$ cat config.mk
export PLATFORM = sky130hd
export DESIGN_NAME = dmairq_hub
export DESIGN_NICKNAME = d
export VERILOG_FILES = /design/src/rtl/dmairq_pkg.sv /design/src/rtl/dmairq_decode.sv /design/src/rtl/dmairq_route.sv /design/src/rtl/dmairq_level.sv /design/src/rtl/dmairq_hub.sv
export SDC_FILE = /design/constraint.sdc
export NUM_CORES = 1
export LEC_CHECK = 0
export ABC_AREA = 1
export BUFFER_PORTS_ARGS = -buffer_cell sky130_fd_sc_hd__buf_2
export CAP_MARGIN = 25
export CORE_MARGIN = 1
export CORE_UTILIZATION = 46
export DETAILED_ROUTE_END_ITERATION = 6
export GPL_TIMING_DRIVEN = 0
export PLACE_DENSITY = 0.8
export REMOVE_ABC_BUFFERS = 1
export SETUP_SLACK_MARGIN = 0.1
export SYNTH_ARGS = -nofsm -noshare
export SYNTH_HDL_FRONTEND = slang
export SYNTH_SLANG_ARGS = --single-unit
$ cat constraint.sdc
create_clock -name clk -period 1.9 [get_ports clk]
set_clock_uncertainty 0.05 [all_clocks]
set_input_delay 0.38 -clock clk [delete_from_list [all_inputs] [get_ports clk]]
set_output_delay 0.38 -clock clk [all_outputs]
set_load 0.005 [all_outputs]
$ cat src/rtl/dmairq_pkg.sv
package dmairq_pkg;
  localparam int NLVL       = 4;   // priority levels
  localparam int LVL_W      = 2;   // width of a priority field
  localparam int WIN_SHIFT  = 8;   // each window spans 256 bytes
  localparam int WORD_W     = 6;   // word index inside a window
  localparam int PEND_WORD0 = 0;   // byte 0x00
  localparam int EN_WORD0   = 4;   // byte 0x10
  localparam int IDLE_WORD  = 11;  // byte 0x2C
endpackage

$ cat src/rtl/dmairq_decode.sv
module dmairq_decode
  import dmairq_pkg::*;
#(
  parameter int NCH    = 8,
  parameter int ADDR_W = 12
) (
  input  logic                clk,
  input  logic                rst_n,
  input  logic                en_i,
  input  logic [ADDR_W-1:0]   addr_i,
  output logic                glob_hit_o,
  output logic [WORD_W-1:0]   word_o,
  output logic [NCH-1:0]      chan_sel_o,
  output logic [7:0]          chan_off_o
);
  localparam int REG_W = ADDR_W - WIN_SHIFT;

  logic [REG_W-1:0] region;

  assign region     = addr_i[ADDR_W-1:WIN_SHIFT];
  assign glob_hit_o = (region == '0);
  assign word_o     = addr_i[WIN_SHIFT-1:2];
  assign chan_off_o = addr_i[WIN_SHIFT-1:0];

  for (genvar n = 0; n < NCH; n++) begin : g_sel
    assign chan_sel_o[n] = en_i && (region == REG_W'(n + 1));
  end

  AST_SEL_ONEHOT: assert property (@(posedge clk) disable iff (!rst_n)
    $onehot0({glob_hit_o & en_i, chan_sel_o}));
endmodule

$ cat src/rtl/dmairq_route.sv
module dmairq_route
  import dmairq_pkg::*;
#(
  parameter int NCH    = 8,
  parameter int COND_W = 5
) (
  input  logic                          clk,
  input  logic                          rst_n,
  input  logic [NCH*COND_W-1:0]         ctl_i,
  input  logic [NCH*COND_W-1:0]         stat_i,
  input  logic [NCH*LVL_W-1:0]          prio_i,
  input  logic [NLVL-1:0][NCH-1:0]      en_i,
  output logic [NLVL-1:0][NCH-1:0]      set_o
);
  logic [NCH-1:0] req;

  for (genvar n = 0; n < NCH; n++) begin : g_ch
    logic [NLVL-1:0] col;
    assign req[n] = |(ctl_i[n*COND_W +: COND_W] & stat_i[n*COND_W +: COND_W]);
    for (genvar l = 0; l < NLVL; l++) begin : g_lvl
      assign set_o[l][n] = req[n] && (prio_i[n*LVL_W +: LVL_W] == LVL_W'(l))
                           && en_i[l][n];
      assign col[l] = set_o[l][n];
    end

    AST_ONE_LEVEL: assert property (@(posedge clk) disable iff (!rst_n)
      $onehot0(col));
  end
endmodule

$ cat src/rtl/dmairq_level.sv
module dmairq_level #(
  parameter int NCH = 8
) (
  input  logic           clk,
  input  logic           rst_n,
  input  logic [NCH-1:0] set_i,
  input  logic           clr_we_i,
  input  logic           en_we_i,
  input  logic [NCH-1:0] wdata_i,
  output logic [NCH-1:0] pend_o,
  output logic [NCH-1:0] en_o,
  output logic           irq_o
);
  logic [NCH-1:0] pend_q, en_q, clr_mask;
  logic           irq_q;

  assign clr_mask = clr_we_i ? wdata_i : '0;

  always_ff @(posedge clk) begin
    if (!rst_n) begin
      pend_q <= '0;
      en_q   <= '0;
      irq_q  <= 1'b0;
    end else begin
      pend_q <= (pend_q & ~clr_mask) | set_i;
      if (en_we_i) en_q <= wdata_i;
      irq_q  <= |(pend_q & en_q);
    end
  end

  assign pend_o = pend_q;
  assign en_o   = en_q;
  assign irq_o  = irq_q;

  AST_SET_WINS: assert property (@(posedge clk) disable iff (!rst_n)
    (|set_i) |=> ((pend_o & $past(set_i)) == $past(set_i)));

  AST_CLR_EFFECT: assert property (@(posedge clk) disable iff (!rst_n)
    (clr_we_i && |(wdata_i & ~set_i)) |=> ((pend_o & $past(wdata_i & ~set_i)) == '0));

  AST_NO_SPURIOUS: assert property (@(posedge clk) disable iff (!rst_n)
    1'b1 |=> ((pend_o & ~$past(pend_o) & ~$past(set_i)) == '0));

  AST_IRQ_LATENCY: assert property (@(posedge clk) disable iff (!rst_n)
    1'b1 |=> (irq_o == $past(|(pend_o & en_o))));
endmodule

$ cat src/rtl/dmairq_hub.sv
module dmairq_hub
  import dmairq_pkg::*;
#(
  parameter int NCH    = 8,
  parameter int COND_W = 5,
  parameter int ADDR_W = 12,
  parameter int DATA_W = 32
) (
  input  logic                    clk,
  input  logic                    rst_n,
  input  logic                    bus_en,
  input  logic                    bus_we,
  input  logic [ADDR_W-1:0]       bus_addr,
  input  logic [DATA_W-1:0]       bus_wdata,
  output logic [DATA_W-1:0]       bus_rdata,
  output logic                    bus_rvalid,
  output logic [NCH-1:0]          chan_sel,
  output logic [7:0]              chan_off,
  input  logic [NCH*COND_W-1:0]   ch_int_ctl,
  input  logic [NCH*COND_W-1:0]   ch_int_stat,
  input  logic [NCH*LVL_W-1:0]    ch_prio,
  input  logic [NCH-1:0]          ch_idle,
  output logic [NLVL-1:0]         irq_o
);
  logic                     glob_hit;
  logic [WORD_W-1:0]        word;
  logic [NLVL-1:0][NCH-1:0] pend, en, set;
  logic [DATA_W-1:0]        rd_mux, rdata_q;
  logic                     rvalid_q, glob_wr, rd_req;
  logic                     unused_wdata_hi;

  assign unused_wdata_hi = ^bus_wdata[DATA_W-1:NCH];
  assign glob_wr = bus_en && bus_we && glob_hit;
  assign rd_req  = bus_en && !bus_we;

  dmairq_decode #(.NCH(NCH), .ADDR_W(ADDR_W)) u_decode (
    .clk(clk), .rst_n(rst_n), .en_i(bus_en), .addr_i(bus_addr),
    .glob_hit_o(glob_hit), .word_o(word),
    .chan_sel_o(chan_sel), .chan_off_o(chan_off)
  );

  dmairq_route #(.NCH(NCH), .COND_W(COND_W)) u_route (
    .clk(clk), .rst_n(rst_n), .ctl_i(ch_int_ctl), .stat_i(ch_int_stat),
    .prio_i(ch_prio), .en_i(en), .set_o(set)
  );

  for (genvar l = 0; l < NLVL; l++) begin : g_level
    dmairq_level #(.NCH(NCH)) u_level (
      .clk      (clk),
      .rst_n    (rst_n),
      .set_i    (set[l]),
      .clr_we_i (glob_wr && (word == WORD_W'(PEND_WORD0 + l))),
      .en_we_i  (glob_wr && (word == WORD_W'(EN_WORD0 + l))),
      .wdata_i  (bus_wdata[NCH-1:0]),
      .pend_o   (pend[l]),
      .en_o     (en[l]),
      .irq_o    (irq_o[l])
    );
  end

  always_comb begin
    rd_mux = '0;
    if (glob_hit) begin
      for (int l = 0; l < NLVL; l++) begin
        if (word == WORD_W'(PEND_WORD0 + l)) rd_mux[NCH-1:0] = pend[l];
        if (word == WORD_W'(EN_WORD0 + l))   rd_mux[NCH-1:0] = en[l];
      end
      if (word == WORD_W'(IDLE_WORD)) rd_mux[NCH-1:0] = ch_idle;
    end
  end

  always_ff @(posedge clk) begin
    if (!rst_n) begin
      rvalid_q <= 1'b0;
      rdata_q  <= '0;
    end else begin
      rvalid_q <= rd_req;
      rdata_q  <= rd_req ? rd_mux : '0;
    end
  end

  assign bus_rvalid = rvalid_q;
  assign bus_rdata  = rdata_q;

  AST_READ_LATENCY: assert property (@(posedge clk) disable iff (!rst_n)
    rd_req |=> bus_rvalid);

  AST_IDLE_READ: assert property (@(posedge clk) disable iff (!rst_n)
    (rd_req && glob_hit && word == WORD_W'(IDLE_WORD))
      |=> (bus_rdata[NCH-1:0] == $past(ch_idle)));
endmodule

# [Yosys cells after proc, flatten, opt, wreduce, memory -nomap -nowiden]
# Index checks and enable logic that the tools add are counted.
[classes] n_div=0 bitwise=24 n_reduce_logical=107 n_mul=0 add_sub_neg=0 mux=13 order_cmp=0 shift=0 n_eq_ne=40
[ops] operator="two-way mux 8 bit" count=13
[ops] operator="logical AND 1 bit" count=83
[ops] operator="bitwise AND 8 bit" count=8
[ops] operator="bitwise AND 5 bit" count=8
[ops] operator="OR reduction 5 bit" count=8
[ops] operator="equality test 2 bit (second input constant)" count=16
[ops] operator="inverter 8 bit" count=4
[ops] operator="OR 8 bit" count=4
[ops] operator="OR reduction 8 bit" count=4
[ops] operator="equality test 6 x 3 -> 1 bit (second input constant)" count=4
[ops] operator="equality test 2 x 1 -> 1 bit (second input constant)" count=8
[ops] operator="equality test 4 x 3 -> 1 bit (second input constant)" count=4
[ops] operator="zero test 2 bit" count=8
[ops] operator="equality test 6 x 2 -> 1 bit (second input constant)" count=2
[ops] operator="equality test 4 x 2 -> 1 bit (second input constant)" count=2
[ops] operator="equality test 6 x 1 -> 1 bit (second input constant)" count=1
[ops] operator="equality test 6 x 4 -> 1 bit (second input constant)" count=1
[ops] operator="zero test 6 bit" count=1
[ops] operator="equality test 4 x 1 -> 1 bit (second input constant)" count=1
[ops] operator="equality test 4 bit (second input constant)" count=1
[ops] operator="zero test 4 bit" count=1
[ops] operator="AND reduction 3 bit" count=1
[ops] operator="zero test 1 bit" count=1
[totals] reg_bits=101 out_inout_bits=53 latch_bits=0 mem_bits_rw=0 n_memories=0 word_cells=199 romBits=0 inputBits=152

# [Logic depth before layout (Yosys ltp)]
# Gate-level depths: netlist (run 1).
[logic_depth] ltp_word=10 mapped_depth=10 mapped_depth_nobuf=10

# [Cells and area by module]
# A second synthesis (run 1) with hierarchy kept.
[hier_totals] cells_unflattened=722 area_unflattened_um2=4718.3
[modules_own_cells] module="dmairq_level" n_inst=4 area_per_inst_um2=643.1 cells_per_inst=84 seq_area_each_um2=340.3
[modules_own_cells] module="dmairq_hub" n_inst=1 area_per_inst_um2=1239.9 cells_per_inst=205 seq_area_each_um2=180.2
[modules_own_cells] module="dmairq_route" n_inst=1 area_per_inst_um2=710.7 cells_per_inst=144 seq_area_each_um2=0.0
[modules_own_cells] module="dmairq_decode" n_inst=1 area_per_inst_um2=195.2 cells_per_inst=37 seq_area_each_um2=0.0

# [Worst setup path before layout (run 1)]
# No wires, ideal clock.
[synth_path] path_type="in2reg" from="input port bus_addr[7]" to="register g_level[3].u_level.pend_q[5]" arrival_ns=1.365 path_stages=6 setup_ns=0.132 path_buffers=0 slack_ns=0.353 t_required_ns=1.718 cell_sequence="nor2_2 nand2_2 nor2_2 nand2_1 o21ai_0 a21oi_1"
[synth_via] elab_chain_len=6
[synth_rtl] item="start, declared" line_no="dmairq_hub.sv:13" rtl="input logic [ADDR_W-1:0] bus_addr,"
[synth_rtl] item="equality test 6 x 2 -> 1 bit" line_no="dmairq_hub.sv:52" rtl=".clr_we_i (glob_wr && (word == WORD_W'(PEND_WORD0 + l))),"
[synth_rtl] item="logical AND 1 bit" line_no="dmairq_hub.sv:52"
[synth_rtl] item="two-way mux 8 bit" line_no="dmairq_level.sv:17" rtl="assign clr_mask = clr_we_i ? wdata_i : '0;"
[synth_rtl] item="inverter 8 bit" line_no="dmairq_level.sv:25" rtl="pend_q <= (pend_q & ~clr_mask) | set_i;"
[synth_rtl] item="bitwise AND 8 bit" line_no="dmairq_level.sv:25"
[synth_rtl] item="OR 8 bit" line_no="dmairq_level.sv:25"
[synth_rtl] item="end signal, assigned" line_no="dmairq_level.sv:25"
[synth_rtl] item="end, declared" line_no="dmairq_level.sv:14" rtl="logic [NCH-1:0] pend_q, en_q, clr_mask;"
# No other way between the ends.
# A chain may end at the register's enable or synchronous reset.

# [Final worst setup path (run 1)]
[layout_path] from="input port bus_addr[5]" to="register g_level[2].u_level.pend_q[4]"
[layout_via] elab_chain_len=6
[layout_rtl] item="equality test 6 x 2 -> 1 bit" line_no="dmairq_hub.sv:52"
[layout_rtl] item="logical AND 1 bit" line_no="dmairq_hub.sv:52"
[layout_rtl] item="two-way mux 8 bit" line_no="dmairq_level.sv:17"
[layout_rtl] item="inverter 8 bit" line_no="dmairq_level.sv:25"
[layout_rtl] item="bitwise AND 8 bit" line_no="dmairq_level.sv:25"
[layout_rtl] item="OR 8 bit" line_no="dmairq_level.sv:25"
[layout_rtl] item="end signal, assigned" line_no="dmairq_level.sv:25"
[layout_rtl] item="end, declared" line_no="dmairq_level.sv:14"
# No other way between the ends.

==> results of run 1 <==
[layout by cell type, fill, tap and decap left out, types with 2 or more instances in the layout]
cell type,Yosys,routed
buf_2,2,151
a21oi_1,88,88
dfxtp_1,77,77
nand2_1,74,74
o21ai_0,69,69
inv_1,55,55
nand4_1,53,53
nor2_1,33,33
conb_1,1,24
nand3_1,19,19
a22o_1,16,16
nor2_4,4,12
clkbuf_8,0,10
a221oi_1,8,8
buf_4,37,4
o21ai_1,3,3
inv_2,4,3
nand2_2,2,2
clkinv_4,0,2
clkinvlp_4,0,2
[routing by layer]
layer / track usage (%) / up-vias
met1: 34.6 / 2157
met2: 44.0 / 293
met5: 0 / -
met4: 13.0 / 0
li1: - / 2226
met3: 6.57 / 39
[state kept, by name, summed over array words and instances (netlist names)]
register	count
bus_rdata	8
bus_rvalid	1
g_level.u_level.en_o	32
g_level.u_level.irq_o	4
g_level.u_level.pend_o	32
[final timing paths]
path / from / to / cells after the start
setup / recovery: bus_addr[5] / g_level[2].u_level.pend_o[4] / 7
hold / removal: bus_we / bus_rvalid / 2
setup reg to reg: g_level[0].u_level.en_o[6] / g_level[0].u_level.irq_o / 3
hold reg to reg: g_level[0].u_level.pend_o[7] / g_level[0].u_level.pend_o[7] / 2
[where the power goes]
group | internal (mW) | total, mW | leakage, nW | switching (mW)
combinational | 0.146 | 0.347 | 1.51 | 0.201
sequential | 1.61 | 1.61 | 0.620 | 0.000577
clock | 0.651 | 1.29 | 0.0991 | 0.636
[per-stage QoR]
step | cell area [µm²] | hold slack (ns)
finish | 5050 | 0.164
global route | 5050 | 0.167
CTS | 5000 | 0.159
detailed placement | 4740 | 0.441
global placement | 4740 | 0.429
floorplan | 3850 | 0.417
[area by class of cell]
type                            instances  area (µm²)
Multi-Input combinational cell        406        2120
Clock buffer                           10         138
Tap cell                              108         135
Inverter                               60         228
Sequential cell                        77        1540
Clock inverter                          6        71.3
Fill cell                             849        3630
Timing Repair Buffer                  157         813
[cell families (layout without fill, tap and decap cells)]
| family | after synthesis | after routing | synth area share, % |
|---|---|---|---|
| other | 1 | 24 | 0.0915 |
| AND/OR/NAND/NOR | 198 | 198 | 23.9 |
| buffers and inverters | 108 | 233 | 13.7 |
| flip-flops | 77 | 77 | 37.6 |
| AO/OA/AOI/OAI | 184 | 184 | 24.7 |
[repair_timing]
action / CTS / global route
setup buffers: 3 / 2
pin swaps: 1 / 1
resized for setup: 6 / 4
setup endpoints to repair: 64 / 37
==> flow_summary.html, run 1 <==
<table>
<tr><th>Metric</th><th>Value</th></tr>
<tr><th colspan="2">Run status</th></tr>
<tr><td>Run status</td><td>finished, final reports clean</td></tr>
<tr><th colspan="2">Timing</th></tr>
<tr><td>PnR worst setup slack</td><td>0.120 ns</td></tr>
<tr><td>Final clock period utilization by the worst path</td><td>93.7%</td></tr>
<tr><td>Setup TNS after final layout</td><td>0 ns</td></tr>
<tr><td># setup viols final</td><td>0</td></tr>
<tr><td>Min Tclk post-route</td><td>1.78 ns</td></tr>
<tr><td>Unrepaired setup endpoints after global routing</td><td>yes</td></tr>
<tr><td>Final slew viol count</td><td>0</td></tr>
<tr><td>Final Hold Viols</td><td>0</td></tr>
<tr><td>F_max</td><td>562 MHz</td></tr>
<tr><th colspan="2">Synthesis</th></tr>
<tr><td>Fraction of synthesis flops using an asynchronous set or reset pin</td><td>0%</td></tr>
<tr><td>Flip-flop and latch count after synthesis</td><td>77</td></tr>
<tr><td>Proportion of synthesized chip area in sequential cells</td><td>37.6%</td></tr>
<tr><td>Commonest cells in the netlist</td><td>88 x a21oi_1, 77 x dfxtp_1, 74 x nand2_1</td></tr>
<tr><td>Count of warnings emitted by yosys</td><td>0</td></tr>
<tr><td>Cell variety after synth</td><td>27</td></tr>
<tr><td>Number of enable-type register cells in the synthesized netlist</td><td>0</td></tr>
<tr><td>Synth Area per Inst</td><td>7.22 µm²</td></tr>
<tr><td>Cell area after technology mapping</td><td>4100 µm²</td></tr>
<tr><td>Cell type with the largest total area after synthesis</td><td>dfxtp_1</td></tr>
<tr><td>Primary FF master, synth</td><td>dfxtp_1</td></tr>
<tr><td>Most used standard cell by instance count after synthesis</td><td>a21oi_1</td></tr>
<tr><td>Top-area cell type share of the netlist area</td><td>37.6%</td></tr>
<tr><td>Cell count after synthesis</td><td>568</td></tr>
<tr><td>Ranking of synthesized cells by area</td><td>dfxtp_1 38%, a21oi_1 11%, o21ai_0 8.4%</td></tr>
<tr><th colspan="2">Hold path</th></tr>
<tr><td>Class of the tightest hold or removal check</td><td>input port to flip-flop</td></tr>
<tr><th colspan="2">CTS</th></tr>
<tr><td>CTS sink count</td><td>77</td></tr>
<tr><td>Clock input transition at the sequential cells of the worst setup and hold paths</td><td>0.08 ns</td></tr>
<tr><td>Clock tree from TritonCTS</td><td>done</td></tr>
<tr><td>H-tree lvl count</td><td>3</td></tr>
<tr><td>Num CTS Buffers</td><td>9</td></tr>
<tr><td>Maximum number of buffers from clock root to sink</td><td>2</td></tr>
<tr><td>Hold-fix buffers at CTS</td><td>0</td></tr>
<tr><td>Root Buffer Master</td><td>clkbuf_8</td></tr>
<tr><td>Worst-skew pair later-pin latency</td><td>0.36 ns</td></tr>
<tr><th colspan="2">Detailed routing</th></tr>
<tr><td>Detailed route wirelength on metal3</td><td>1350 µm</td></tr>
<tr><td>Final routed wire length divided by cell count</td><td>15.5 µm</td></tr>
<tr><td>Top Layer Used</td><td>met4</td></tr>
<tr><td>DR pass1 iterations</td><td>5</td></tr>
<tr><td>Via-per-instance ratio</td><td>5.72</td></tr>
<tr><td>Antenna Nets Post-Route</td><td>0</td></tr>
<tr><td>Total via count in the routed design</td><td>4715</td></tr>
<tr><td>DRT met1 WL</td><td>5030 µm</td></tr>
<tr><td>DRC violation total after the first TritonRoute iteration</td><td>354</td></tr>
<tr><td>Detailed-routed wire length on met2</td><td>5980 µm</td></tr>
<tr><td>Drt drc</td><td>0</td></tr>
<tr><td>Total routed wirelength</td><td>12800 µm</td></tr>
<tr><th colspan="2">Global route</th></tr>
<tr><td>Global-route usage over all layers</td><td>27.4%</td></tr>
<tr><td>Antenna violations before repair</td><td>0</td></tr>
<tr><td>First-pass GRT wire length</td><td>19200 µm</td></tr>
<tr><td>Maximum number of pins on one net before global-route repair</td><td>38</td></tr>
<tr><td>Via count of the first global-routing pass</td><td>4038</td></tr>
<tr><td>Gr ovfl total</td><td>0</td></tr>
<tr><th colspan="2">Finish</th></tr>
<tr><td>Antenna diode instance count</td><td>0</td></tr>
<tr><td>Area added between synthesis and finish</td><td>23.2%</td></tr>
<tr><td>Non-filler cells in the finished layout</td><td>824</td></tr>
<tr><td>Final Net Count</td><td>863</td></tr>
<tr><td>Layout cell share with drive strength beyond 1</td><td>27.1%</td></tr>
<tr><td>Final design utilization</td><td>58.2%</td></tr>
<tr><th colspan="2">Worst setup path</th></tr>
<tr><td>Critical Path RT</td><td>2.08 ns</td></tr>
<tr><td>CP Max Fanout</td><td>9</td></tr>
<tr><td>Critical path arrival</td><td>1.96 ns</td></tr>
<tr><td>Most Frequent Cell on Critical Path</td><td>nor2_4</td></tr>
<tr><td>Cell Chain, Critical Path</td><td>buf_2 -&gt; nor2_4 -&gt; nand2_2 -&gt; nor2_4 -&gt; nand2_1 -&gt; o21ai_0 -&gt; a21oi_1</td></tr>
<tr><td>Slowest stage delay, CP</td><td>0.32 ns</td></tr>
<tr><td>Critical-path top delay cell</td><td>nand2_1</td></tr>
<tr><td>Worst path buffer plus inverter count</td><td>1</td></tr>
<tr><td>Crit path launch type</td><td>input port</td></tr>
<tr><td>Startpoint-to-endpoint class of the critical path</td><td>input port to flip-flop</td></tr>
<tr><td>Worst R2R Setup Slack</td><td>0.54 ns</td></tr>
<tr><td>Critical path endpoint category</td><td>flip-flop</td></tr>
<tr><td>Kind of cell adding the most delay to the critical path</td><td>simple AND/OR/NAND/NOR gates</td></tr>
<tr><th colspan="2">Floorplanning</th></tr>
<tr><td>DIE WIDTH</td><td>96.4 µm</td></tr>
<tr><td>Core region area</td><td>8680 µm²</td></tr>
<tr><td>Number of placement rows</td><td>34</td></tr>
<tr><td>Die area</td><td>9290 µm²</td></tr>
<tr><td>Chip Height</td><td>96.4 µm</td></tr>
<tr><td>Top-level port count</td><td>205</td></tr>
<tr><td>Initial core utilization</td><td>47.2%</td></tr>
<tr><th colspan="2">Power</th></tr>
<tr><td>Peak supply drop</td><td>0.278 mV</td></tr>
<tr><td>Static Leakage</td><td>2.23 nW</td></tr>
<tr><td>Total power divided by cell area</td><td>643 nW/µm²</td></tr>
<tr><td>Final total power</td><td>3.25 mW</td></tr>
<tr><th colspan="2">Placement</th></tr>
<tr><td>GPL Wtd Cong</td><td>0.917</td></tr>
<tr><td>HPWL after detailed placement</td><td>9260 µm</td></tr>
<tr><td>Dpl cells</td><td>803</td></tr>
<tr><td>Input/output buffers</td><td>152</td></tr>
<tr><td>Setup Slack @ Placement</td><td>-0.627 ns</td></tr>
<tr><th colspan="2">Job</th></tr>
<tr><td>Number of max-cap violations</td><td>0</td></tr>
</table>
(Power assumes the default switching activity.)
==> run 2: changes to the inputs <==
--- a/config.mk
+++ b/config.mk
@@ -9,12 +9,14 @@
 export BUFFER_PORTS_ARGS = -buffer_cell sky130_fd_sc_hd__buf_2
 export CAP_MARGIN = 25
 export CORE_MARGIN = 1
-export CORE_UTILIZATION = 46
+export CORE_UTILIZATION = 48
 export DETAILED_ROUTE_END_ITERATION = 6
 export GPL_TIMING_DRIVEN = 0
-export PLACE_DENSITY = 0.8
+export PLACE_DENSITY = 0.81
 export REMOVE_ABC_BUFFERS = 1
 export SETUP_SLACK_MARGIN = 0.1
+export SLEW_MARGIN = 5
 export SYNTH_ARGS = -nofsm -noshare
 export SYNTH_HDL_FRONTEND = slang
+export SYNTH_HIERARCHICAL = 1
 export SYNTH_SLANG_ARGS = --single-unit
==> run 2 against run 1 <==
Area after synthesis rose by 15%. Die area rose by 10%. Design area rose by 14%. Critical path depth did not move. Non-clock buffer count rose by 2. Core utilization rose by 3.2 points. Worst setup slack improved by 0.00095 ns. Sequential power barely moved. Total power rose by 2.1%. Wire length rose by 2.9%. First-iteration DRC count fell by 13%. Sequential share of layout area fell by 3.7 points.
==> flow_summary.html, run 2 <==
<table>
<tr><th>Metric</th><th>Value</th></tr>
<tr><th colspan="2">Worst setup path</th></tr>
<tr><td>Critical Path RT</td><td>2.09 ns (about the same)</td></tr>
<tr><td>Critical-path top delay cell</td><td>nor2_4</td></tr>
<tr><td>Levels on crit path</td><td>7 (unchanged)</td></tr>
<tr><td>Kind of cell adding the most delay to the critical path</td><td>simple AND/OR/NAND/NOR gates</td></tr>
<tr><td>CP Max Fanout</td><td>18 (+9)</td></tr>
<tr><td>Cell count of the worst reg-to-reg path</td><td>6 (+3)</td></tr>
<tr><td>Startpoint-to-endpoint class of the critical path</td><td>input port to flip-flop</td></tr>
<tr><td>FF-to-FF Start</td><td>g_level[0].u_level/en_o[7]</td></tr>
<tr><td>Endpoint of the lowest-slack register-to-register path</td><td>bus_rdata[7]</td></tr>
<tr><td>Worst path buffer plus inverter count</td><td>2 (+1)</td></tr>
<tr><td>Cell Chain, Critical Path</td><td>buf_2 -&gt; nor2_4 -&gt; nand2_4 -&gt; nor3_2 -&gt; inv_1 -&gt; o21ai_0 -&gt; a21oi_1</td></tr>
<tr><td>Critical path endpoint category</td><td>flip-flop</td></tr>
<tr><td>Crit path launch type</td><td>input port</td></tr>
<tr><td>Worst R2R Setup Slack</td><td>0.78 ns (+0.24 ns)</td></tr>
<tr><td>Slowest stage delay, CP</td><td>0.43 ns (+0.11 ns)</td></tr>
<tr><td>Critical path arrival</td><td>1.97 ns (about the same)</td></tr>
<tr><th colspan="2">Placement</th></tr>
<tr><td>Input/output buffers</td><td>152 (unchanged)</td></tr>
<tr><td>Area after detailed placement</td><td>5410 µm² (+14%)</td></tr>
<tr><td>GPL Wtd Cong</td><td>0.925 (+0.86%)</td></tr>
<tr><td>HPWL after detailed placement</td><td>10100 µm (+9.2%)</td></tr>
<tr><th colspan="2">Global route</th></tr>
<tr><td>Maximum number of pins on one net before global-route repair</td><td>38 (unchanged)</td></tr>
<tr><td>Via count of the first global-routing pass</td><td>4688 (+16%)</td></tr>
<tr><td>Global-route usage over all layers</td><td>26.3% (-1.1 points)</td></tr>
<tr><td>Antenna violations before repair</td><td>0 (unchanged)</td></tr>
<tr><td>Gr ovfl total</td><td>0 (unchanged)</td></tr>
<tr><td>First-pass GRT wire length</td><td>20800 µm (+8.3%)</td></tr>
<tr><th colspan="2">Synthesis</th></tr>
<tr><td>Primary FF master, synth</td><td>dfxtp_1</td></tr>
<tr><td>Fraction of synthesis flops using an asynchronous set or reset pin</td><td>0% (unchanged)</td></tr>
<tr><td>Cell count after synthesis</td><td>722 (+27%)</td></tr>
<tr><td>Number of enable-type register cells in the synthesized netlist</td><td>0 (unchanged)</td></tr>
<tr><td>Cell variety after synth</td><td>27 (unchanged)</td></tr>
<tr><td>Flip-flop and latch count after synthesis</td><td>77 (unchanged)</td></tr>
<tr><td>Cell type with the largest total area after synthesis</td><td>dfxtp_1</td></tr>
<tr><td>Synth Area per Inst</td><td>6.54 µm² (-9.4%)</td></tr>
<tr><td>Ranking of synthesized cells by area</td><td>dfxtp_1 33%, nand2_1 12%, inv_1 7.7%</td></tr>
<tr><td>Top-area cell type share of the netlist area</td><td>32.7% (-4.9 points)</td></tr>
<tr><td>Most used standard cell by instance count after synthesis</td><td>nand2_1</td></tr>
<tr><td>Commonest cells in the netlist</td><td>145 x nand2_1, 97 x inv_1, 95 x nor2_1</td></tr>
<tr><td>Count of warnings emitted by yosys</td><td>6 (+6)</td></tr>
<tr><td>Cell area after technology mapping</td><td>4720 µm² (+15%)</td></tr>
<tr><td>Proportion of synthesized chip area in sequential cells</td><td>32.7% (-4.9 points)</td></tr>
<tr><th colspan="2">Timing</th></tr>
<tr><td>Final Hold Viols</td><td>0 (unchanged)</td></tr>
<tr><td># setup viols final</td><td>0 (unchanged)</td></tr>
<tr><td>Headroom to the max-slew limit</td><td>50.7%</td></tr>
<tr><td>Smallest hold slack</td><td>0.192 ns (+0.0279 ns)</td></tr>
<tr><td>Setup TNS after final layout</td><td>0 ns (unchanged)</td></tr>
<tr><td>Final slew viol count</td><td>0 (unchanged)</td></tr>
<tr><td>Min Tclk post-route</td><td>1.78 ns (-0.000954 ns)</td></tr>
<tr><td>Least-Margin Pin Slew</td><td>0.739 ns</td></tr>
<tr><td>Final clock period utilization by the worst path</td><td>93.6% (about the same)</td></tr>
<tr><td>Unrepaired setup endpoints after global routing</td><td>yes</td></tr>
<tr><td>F_max</td><td>562 MHz (about the same)</td></tr>
<tr><th colspan="2">Floorplanning</th></tr>
<tr><td>Die area</td><td>10200 µm² (+10%)</td></tr>
<tr><td>Number of placement rows</td><td>35 (+2.9%)</td></tr>
<tr><td>Core region area</td><td>9370 µm² (+8.0%)</td></tr>
<tr><td>Initial core utilization</td><td>50.3% (+3.1 points)</td></tr>
<tr><td>Chip Height</td><td>101 µm (+4.9%)</td></tr>
<tr><td>Top-level port count</td><td>205 (unchanged)</td></tr>
<tr><td>DIE WIDTH</td><td>101 µm (+4.9%)</td></tr>
<tr><th colspan="2">CTS</th></tr>
<tr><td>Num CTS Buffers</td><td>9 (unchanged)</td></tr>
<tr><td>CTS sink count</td><td>77 (unchanged)</td></tr>
<tr><td>Root Buffer Master</td><td>clkbuf_8</td></tr>
<tr><td>Worst-skew pair later-pin latency</td><td>0.36 ns (about the same)</td></tr>
<tr><td>Clock tree from TritonCTS</td><td>done</td></tr>
<tr><td>H-tree lvl count</td><td>3 (unchanged)</td></tr>
<tr><td>Maximum number of buffers from clock root to sink</td><td>2 (unchanged)</td></tr>
<tr><td>Hold-fix buffers at CTS</td><td>0 (unchanged)</td></tr>
<tr><td>Clock input transition at the sequential cells of the worst setup and hold paths</td><td>0.08 ns (about the same)</td></tr>
<tr><th colspan="2">Detailed routing</th></tr>
<tr><td>Total via count in the routed design</td><td>5128 (+8.8%)</td></tr>
<tr><td>DRC violation total after the first TritonRoute iteration</td><td>309 (-13%)</td></tr>
<tr><td>Antenna Nets Post-Route</td><td>0 (unchanged)</td></tr>
<tr><td>DR pass1 iterations</td><td>7 (+2)</td></tr>
<tr><td>Final routed wire length divided by cell count</td><td>13.1 µm (-16%)</td></tr>
<tr><td>Total routed wirelength</td><td>13100 µm (+2.9%)</td></tr>
<tr><td>Via-per-instance ratio</td><td>5.10 (-11%)</td></tr>
<tr><td>Drt drc</td><td>0 (unchanged)</td></tr>
<tr><th colspan="2">Hold path</th></tr>
<tr><td>Worst hold endpoint</td><td>bus_rvalid</td></tr>
<tr><td>Hold path depth</td><td>2 (unchanged)</td></tr>
<tr><td>Start point of the worst hold path</td><td>bus_we</td></tr>
<tr><td>Class of the tightest hold or removal check</td><td>input port to flip-flop</td></tr>
<tr><th colspan="2">Job</th></tr>
<tr><td>Number of max-cap violations</td><td>0 (unchanged)</td></tr>
<tr><th colspan="2">Power</th></tr>
<tr><td>Peak supply drop</td><td>0.393 mV (+41%)</td></tr>
<tr><td>Static Leakage</td><td>2.68 nW (+20%)</td></tr>
<tr><td>Total power divided by cell area</td><td>576 nW/µm² (-10%)</td></tr>
<tr><th colspan="2">Finish</th></tr>
<tr><td>Highest-count cells in the layout ignoring fill and taps</td><td>152 x buf_2, 145 x nand2_1, 96 x inv_1, 92 x nor2_1, 77 x dfxtp_1</td></tr>
<tr><td>Most common library cell in the layout ignoring fill and taps</td><td>buf_2</td></tr>
<tr><td>Area added between synthesis and finish</td><td>21.9%</td></tr>
<tr><td>Layout cell share with drive strength beyond 1</td><td>27.9% (+0.76 points)</td></tr>
<tr><td>Antenna diode instance count</td><td>0 (unchanged)</td></tr>
<tr><td>Final Net Count</td><td>1024 (+19%)</td></tr>
<tr><td>Post-route design area</td><td>5750 µm² (+14%)</td></tr>
<tr><th colspan="2">Run status</th></tr>
<tr><td>Run status</td><td>finished, final reports clean</td></tr>
</table>
==> run 2: area by class of cell <==
class / instances / area (µm²)
clock inverter: 4 / 47.5
tap: 129 / 161
sequential: 77 / 1540
fill: 929 / 3620
clock buffer: 11 / 151
timing repair buffer: 159 / 830
multi-input combinational: 517 / 2610
inverter: 108 / 409
==> run 2: routing by layer <==
metal	part of all wire, %	track usage, %	vias to the layer above
met3	8.0	6.00	38
met1	41	30.9	2302
li1	-	-	2562
met2	49	47.0	226
met4	2.3	8.92	0
met5	0	0	-
==> run 2: logic make-up after synthesis <==
family,Yosys count,share of synthesized area (%)
buf+inv,151,15.8
simple gates,353,36.0
compound gates,140,15.5
flops,77,32.7
other cells,1,0.0795
==> run 2: worst max path at each step <==
| stage | to | startpoint |
|---|---|---|
| 2_1_floorplan | g_level[0].u_level/en_o[7] | bus_addr[8] |
| 3_3_place_gp | g_level[0].u_level/en_o[5] | bus_addr[8] |
| 3_5_place_dp | g_level[1].u_level/en_o[1] | bus_addr[8] |
| 4_1_cts | g_level[1].u_level/en_o[1] | bus_addr[8] |
| 5_1_grt | g_level[3].u_level/pend_o[5] | bus_addr[8] |
| 6_report | g_level[3].u_level/pend_o[5] | bus_addr[7] |
==> run 2: through the flow <==
| step | util [%] | power [mW] | cells | setup slack (ns) |
|---|---|---|---|---|
| final | 61.4 | 3.32 | 1005 | 0.121 |
| after global routing | 61.4 | 3.44 | 1005 | 0.0749 |
| after CTS | 60.3 | 3.31 | 1001 | 0.0508 |
| after detailed placement | 57.8 | 2.06 | 984 | -0.694 |
| after global placement | 57.5 | 2.05 | 983 | -1.22 |
| after floorplan | - | 1.84 | 702 | -0.310 |
==> run 2: repair_timing <==
item	CTS	global route
gates resized for setup	5	12
buffers inserted	2	4
endpoints found under the setup margin	45	48
pin swaps	0	2
cloned	0	0
==> run 2: power breakdown <==
part / internal, mW / switching, mW
sequential: 1.61 / 0.000469
combinational: 0.159 / 0.265
clock: 0.667 / 0.611
==> run 2: worst reg2reg max path: stages, from the launching register on <==
cell and delay (ns):
dfxtp_1 0.37, nand4_1 0.11, nand3_1 0.08, nor2_1 0.14, nand4_1 0.11, nand2_1 0.09, a21oi_1 0.05
